## src/rtl/baud_divider_pkg.sv

```systemverilog
package baud_divider_pkg;
    // control register bit positions
    localparam int CTRL_RUN_BIT = 0;
    localparam int CTRL_ZIE_BIT = 1;
endpackage

```

## src/rtl/baud_divider_regs.sv

```systemverilog
module baud_divider_regs
    import baud_divider_pkg::*;
#(
    parameter int BYTE_W = 8,
    parameter int NBYTES = 2,
    parameter int ADDR_W = 2,
    localparam int TC_W  = BYTE_W * NBYTES
) (
    input  logic              clk,
    input  logic              rst_n,
    input  logic              wr_en,
    input  logic [ADDR_W-1:0] wr_addr,
    input  logic [BYTE_W-1:0] wr_data,
    output logic [TC_W-1:0]   tc,
    output logic              run,
    output logic              zie,
    output logic              start
);
    localparam logic [ADDR_W-1:0] CTRL_ADDR = ADDR_W'(NBYTES);

    typedef struct packed {
        logic [TC_W-1:0] tc;
        logic            run;
        logic            zie;
    } reg_t;

    reg_t reg_d, reg_q;

    always_comb begin
        reg_d = reg_q;
        if (wr_en) begin
            for (int i = 0; i < NBYTES; i++) begin
                if (wr_addr == ADDR_W'(i))
                    reg_d.tc[i*BYTE_W +: BYTE_W] = wr_data;
            end
            if (wr_addr == CTRL_ADDR) begin
                reg_d.run = wr_data[CTRL_RUN_BIT];
                reg_d.zie = wr_data[CTRL_ZIE_BIT];
            end
        end
    end

    always_ff @(posedge clk or negedge rst_n) begin
        if (!rst_n) reg_q <= '0;
        else        reg_q <= reg_d;
    end

    assign tc    = reg_q.tc;
    assign run   = reg_q.run;
    assign zie   = reg_q.zie;
    assign start = reg_d.run & ~reg_q.run;

    // a control write lands in the enable bits
    assert_ctrl_write_R1: assert property (@(posedge clk) disable iff (!rst_n)
        (wr_en && wr_addr == CTRL_ADDR) |=>
            (run == $past(wr_data[CTRL_RUN_BIT]) && zie == $past(wr_data[CTRL_ZIE_BIT])));

    // a low byte write lands in the low time-constant bits
    assert_low_byte_R1: assert property (@(posedge clk) disable iff (!rst_n)
        (wr_en && wr_addr == '0) |=> tc[BYTE_W-1:0] == $past(wr_data));
endmodule

```

## src/rtl/baud_divider_counter.sv

```systemverilog
module baud_divider_counter #(
    parameter int TC_W = 16
) (
    input  logic            clk,
    input  logic            rst_n,
    input  logic [TC_W-1:0] tc,
    input  logic            run,
    input  logic            zie,
    input  logic            start,
    output logic            baud_clk,
    output logic            zero_stat,
    output logic            zero_irq
);
    typedef struct packed {
        logic [TC_W-1:0] cnt;
        logic            reload;
        logic            out;
        logic            rst_hold;
    } cnt_t;

    cnt_t st_d, st_q;
    logic at_zero;
    logic hit;

    assign at_zero = (st_q.cnt == '0);
    assign hit     = run & ~st_q.reload & at_zero;

    always_comb begin
        st_d          = st_q;
        st_d.rst_hold = 1'b0;
        if (start) begin
            st_d.cnt    = tc;
            st_d.reload = 1'b1;
            st_d.out    = 1'b1;
        end else if (run) begin
            if (st_q.reload) begin
                st_d.cnt    = tc;
                st_d.reload = 1'b0;
            end else if (at_zero) begin
                st_d.out    = ~st_q.out;
                st_d.reload = 1'b1;
            end else begin
                st_d.cnt = st_q.cnt - 1'b1;
            end
        end
    end

    always_ff @(posedge clk or negedge rst_n) begin
        if (!rst_n) begin
            st_q.cnt      <= '0;
            st_q.reload   <= 1'b0;
            st_q.out      <= 1'b1;
            st_q.rst_hold <= 1'b1;
        end else begin
            st_q <= st_d;
        end
    end

    assign baud_clk  = st_q.out;
    assign zero_stat = st_q.rst_hold | (zie & at_zero);
    assign zero_irq  = hit & zie;

    // output only moves after a zero hit or a restart
    assert_toggle_cause_R3: assert property (@(posedge clk) disable iff (!rst_n)
        !$stable(st_q.out) |-> $past(hit || start));

    // reload cycle loads the time constant
    assert_reload_value_R3: assert property (@(posedge clk) disable iff (!rst_n)
        (st_q.reload && run && !start) |=> st_q.cnt == $past(tc));

    // frozen while disabled
    assert_hold_idle_R5: assert property (@(posedge clk) disable iff (!rst_n)
        (!run && !start) |=> ($stable(st_q.cnt) && $stable(st_q.out)));

    // restart drives the output high
    assert_restart_high_R4: assert property (@(posedge clk) disable iff (!rst_n)
        start |=> st_q.out);
endmodule

```

## src/rtl/baud_divider.sv

```systemverilog
module baud_divider #(
    parameter int BYTE_W = 8,
    parameter int NBYTES = 2,
    parameter int ADDR_W = 2,
    localparam int TC_W  = BYTE_W * NBYTES
) (
    input  logic              clk,
    input  logic              rst_n,
    input  logic              wr_en,
    input  logic [ADDR_W-1:0] wr_addr,
    input  logic [BYTE_W-1:0] wr_data,
    output logic              baud_clk,
    output logic              zero_stat,
    output logic              zero_irq
);
    logic [TC_W-1:0] tc;
    logic            run;
    logic            zie;
    logic            start;

    baud_divider_regs #(
        .BYTE_W (BYTE_W),
        .NBYTES (NBYTES),
        .ADDR_W (ADDR_W)
    ) u_regs (
        .clk     (clk),
        .rst_n   (rst_n),
        .wr_en   (wr_en),
        .wr_addr (wr_addr),
        .wr_data (wr_data),
        .tc      (tc),
        .run     (run),
        .zie     (zie),
        .start   (start)
    );

    baud_divider_counter #(
        .TC_W (TC_W)
    ) u_counter (
        .clk       (clk),
        .rst_n     (rst_n),
        .tc        (tc),
        .run       (run),
        .zie       (zie),
        .start     (start),
        .baud_clk  (baud_clk),
        .zero_stat (zero_stat),
        .zero_irq  (zero_irq)
    );

    // an interrupt pulse always coincides with active status
    assert_irq_in_status_R7: assert property (@(posedge clk) disable iff (!rst_n)
        zero_irq |-> zero_stat);

    // no interrupt while stopped or masked
    assert_irq_gated_R7: assert property (@(posedge clk) disable iff (!rst_n)
        (!run || !zie) |-> !zero_irq);

    // status stays low once the interrupt enable has been clear for two cycles
    assert_status_masked_R6: assert property (@(posedge clk) disable iff (!rst_n)
        (!zie && $past(!zie) && $past(rst_n)) |-> !zero_stat);
endmodule

```

## config.mk

```make
export PLATFORM = sky130hd
export DESIGN_NAME = baud_divider
export DESIGN_NICKNAME = d
export VERILOG_FILES = /design/src/rtl/baud_divider_pkg.sv /design/src/rtl/baud_divider_regs.sv /design/src/rtl/baud_divider_counter.sv /design/src/rtl/baud_divider.sv
export SDC_FILE = /design/constraint.sdc
export NUM_CORES = 1
export LEC_CHECK = 0
export BUFFER_PORTS_ARGS = -buffer_cell sky130_fd_sc_hd__buf_2
export CORE_MARGIN = 4
export CORE_UTILIZATION = 32
export DETAILED_ROUTE_END_ITERATION = 8
export HOLD_SLACK_MARGIN = 0.15
export PLACE_DENSITY = 0.53
export SETUP_SLACK_MARGIN = 0.4
export SLEW_MARGIN = 10
export SYNTH_ARGS = -nofsm -noshare
export SYNTH_HDL_FRONTEND = slang
export SYNTH_SLANG_ARGS = --single-unit
```

## constraint.sdc

```tcl
create_clock -name clk -period 2.6 [get_ports clk]
set_input_delay 0.39 -clock clk [delete_from_list [all_inputs] [get_ports clk]]
set_output_delay 0.39 -clock clk [all_outputs]
set_load 0.005 [all_outputs]
```

==> run summary <==
status -> finished, final reports clean
top post-synthesis cells by area -> dfrtp_1, mux2_2, nand2_1
gr ovfl total -> 0
Synth Area in Simple Gates -> 0.241
Max-Slew Margin vs Limit -> 0.459
post-synthesis sequential area ratio -> 0.439
post-synthesis cell count -> 207
TritonRoute pass-1 iters -> 4
Area Overhead vs Synth -> 17.2%
cts bufs inserted -> 5
clk slew on worst S/H paths -> 0.07 ns
core area -> 6390 sq um
root buf cell -> clkbuf_8
Die Ht -> 89.3 um
Design Power -> 2.32 mW
Antenna Nets Post-Route -> 0
largest net degree at the start of global routing -> 38
fillcell total -> 633
combinational power share -> 0.373
Synth cell types -> 65
sw frac -> 0.403
IO buf count -> 15
Worst Setup Start Kind -> flop
n_diodes -> 0
worst hold path type -> input port to asynchronous set/reset pin
slowest cell on the critical path -> dfrtp_1
post-synthesis register bit count -> 37
Required @ worst endpoint -> 2.21 ns
Pwr Density -> 933 nW/um^2
vias -> 1,834
Net Count, Synth -> 221
unrepaired setup endpoints after global routing -> false
XOR/XNOR Fraction of Synth Area -> 0.00414
MaxCap Viol Count -> 0
Finish-stage setup viols -> 0
Critical Path End -> zero_irq
crit path DAT -> 1.73 ns
critical path capture point type -> output port
Reg area -> 930 sq um
Placer Congestion -> 0.907
count leader, synth -> dfrtp_1
setup TNS -> 0 ns
drt drc -> 0
Slew Viols, Final -> 0
NetSw -> 0.934 mW
Peak VDD IR -> 0.442 mV
Skew-Pair Late Insertion Delay -> 0.29 ns
main combinational cell family by area after synthesis -> simple AND/OR/NAND/NOR gates
Layout Skew -> 0.00903 ns
Routed WL -> 5890 um
hold slack -> 0.188 ns
placed insts -> 296
share of the synthesized area in compound gates (AO/OA/AOI/OAI) -> 0.173
initial antenna violation count -> 0
routed length per instance -> 18.8 um
most instantiated cells after synthesis -> dfrtp_1, nand2_1, mux2_2
CTS tree -> yes
cells along the critical path -> inv_2, ha_4, nor4b_4, and4_4, and3_1, buf_2
post-synth top area share -> 0.414
area occupied by multi-input gates -> 1150 sq um
GRT Overall Usage -> 0.158
Max H-tree Level -> 2
Clock Sinks -> 37
Peak Freq -> 472 MHz
Leakage -> 1.01 nW
Die X -> 89.3 um
worst r2r path cells -> 8
CP Class -> flop to output port
crit path launch -> u_counter.st_q[3]
Detail Placement HPWL -> 4020 um
vias in the first global route -> 1,751
Flop pwr share -> 0.448
Row Count -> 29
Initial Util -> 0.332
Post-Syn Area -> 2120 sq um
Post-synth EDFFs -> 0
DIE AREA -> 7980 sq um
Final Hold Vio Count -> 0
yosys synthesis warning count -> 0
fin crit share -> 0.815
Ports -> 16
Final Util -> 0.389
crit path max fanout -> 4
clock group share of total power -> 0.179
ys async rst share -> 1.00
mux contribution to synthesized area -> 0.105
Adder-Cell Fraction of Synth Area -> 0.00591
commonest register cell after synthesis -> dfrtp_1
Int Power -> 1.38 mW
Max Buffers Root-to-Sink -> 2
area leader, netlist -> dfrtp_1
# nets final -> 250
first-pass GRT wire length -> 9440 um
share of cells above drive strength 1 -> 0.309
min Tclk post-route -> 2.12 ns
final std cells w/o fill -> 313
Reg2Reg Capture Point -> u_counter.st_q[10]
Via-to-Cell Ratio -> 5.86
initial drt markers -> 208
Tightest Pin Transition -> 0.811 ns
syn_area_per_cell -> 10.2 sq um
R2R setup slack -> 0.65 ns
max incr delay on CP -> 0.42 ns
hold_buf cts -> 0
worst r2r src -> u_counter.st_q[3]
cells by family after synthesis:
family                     count (synthesis)
muxes                                     20
and+or+nand+nor                           81
buffers and inverters                     15
DFF                                       37
xor gates and xnor gates                   1
AOI/OAI and AO/OA                         51
other                                      1
adders and majority gates                  1
per-stage QoR:
stage	setup slack, ns	instance area [sq um]
floorplan	0.730	2120
global placement	0.521	2290
detailed placement	0.522	2290
CTS	0.416	2400
global route	0.392	2480
finish	0.480	2480
registers in the layout, summed over array words and instances (netlist names):
| name | flops |
|---|---|
| u_counter.st_q | 18 |
| u_regs.tc | 16 |
| u_counter.baud_clk | 1 |
| u_regs.run | 1 |
| u_regs.zie | 1 |
critical path, delay by kind of cell (launching register included):
kind	cells	cell delay [ns]
buffers and inverters	2	0.22
AND/OR/NAND/NOR	3	0.65
flip-flops	1	0.42
adder cells (fa/ha/maj)	1	0.15
timing repair:
action                                  in CTS  in global routing
buffers inserted                             1                  9
resized for setup                            5                  4
pin swaps                                    0                  3
endpoints found under the setup margin       2                  2
worst min-delay path by stage:
| stage | end | cells past startpoint |
|---|---|---|
| detailed placement | u_regs.tc[13] | 1 |
| CTS | u_regs.tc[10] | 1 |
| global route | u_regs.zie | 1 |
| global placement | u_regs.tc[7] | 1 |
| floorplan | u_counter.st_q[10] | 0 |
| finish | u_regs.zie | 1 |
cells in the final DEF (no fill, tap or decap), types with 2 or more instances in the layout:
master    Yosys  final
inv_1         5      3
a21oi_1       4      4
dfstp_2       2      2
a22o_1        2      2
mux2i_1       2      2
buf_2         3     15
and4_1        3      2
o22ai_1       2      2
o211ai_1      3      3
a31oi_1       5      5
nor2_1        5      5
nand4_1       7      7
dfrtp_1      35     34
nor3_1        7      7
a32oi_1       2      2
nor2b_1       3      3
a211oi_1      4      4
mux2_2       17     17
a21o_1        2      2
inv_2         1      3
and3_1        3      3
o21ai_0      11     11
nand3_1       7      7
clkbuf_8      0      6
or3_1         7      7
nand3b_1      2      2
or4_1         4      4
nor3b_1       2      2
nand2_1      18     18
buf_4         1     15
power by group through the flow:
stage / Combinational [mW] / Clock, mW / Sequential, mW
2_1_floorplan: 0.566 / 0 / 0.927
3_3_place_gp: 0.721 / 0 / 1.02
3_5_place_dp: 0.709 / 0 / 1.02
4_1_cts: 0.729 / 0.424 / 1.02
5_1_grt: 0.957 / 0.444 / 1.06
6_report: 0.863 / 0.415 / 1.04
area by class of cell:
cell class              count  share of cell area
clock buffers               7              0.0348
multi-input cells         155               0.465
inverters                   7              0.0106
flip-flops and latches     37               0.375
repair buffers             30              0.0756
well taps                  77              0.0388
layer usage:
metal,GRT usage,wire length [um]
met4,0.0555,133
met1,0.223,2760
met3,0.0258,353
met2,0.244,2640
met5,0,0
(Power assumes the default switching activity.)
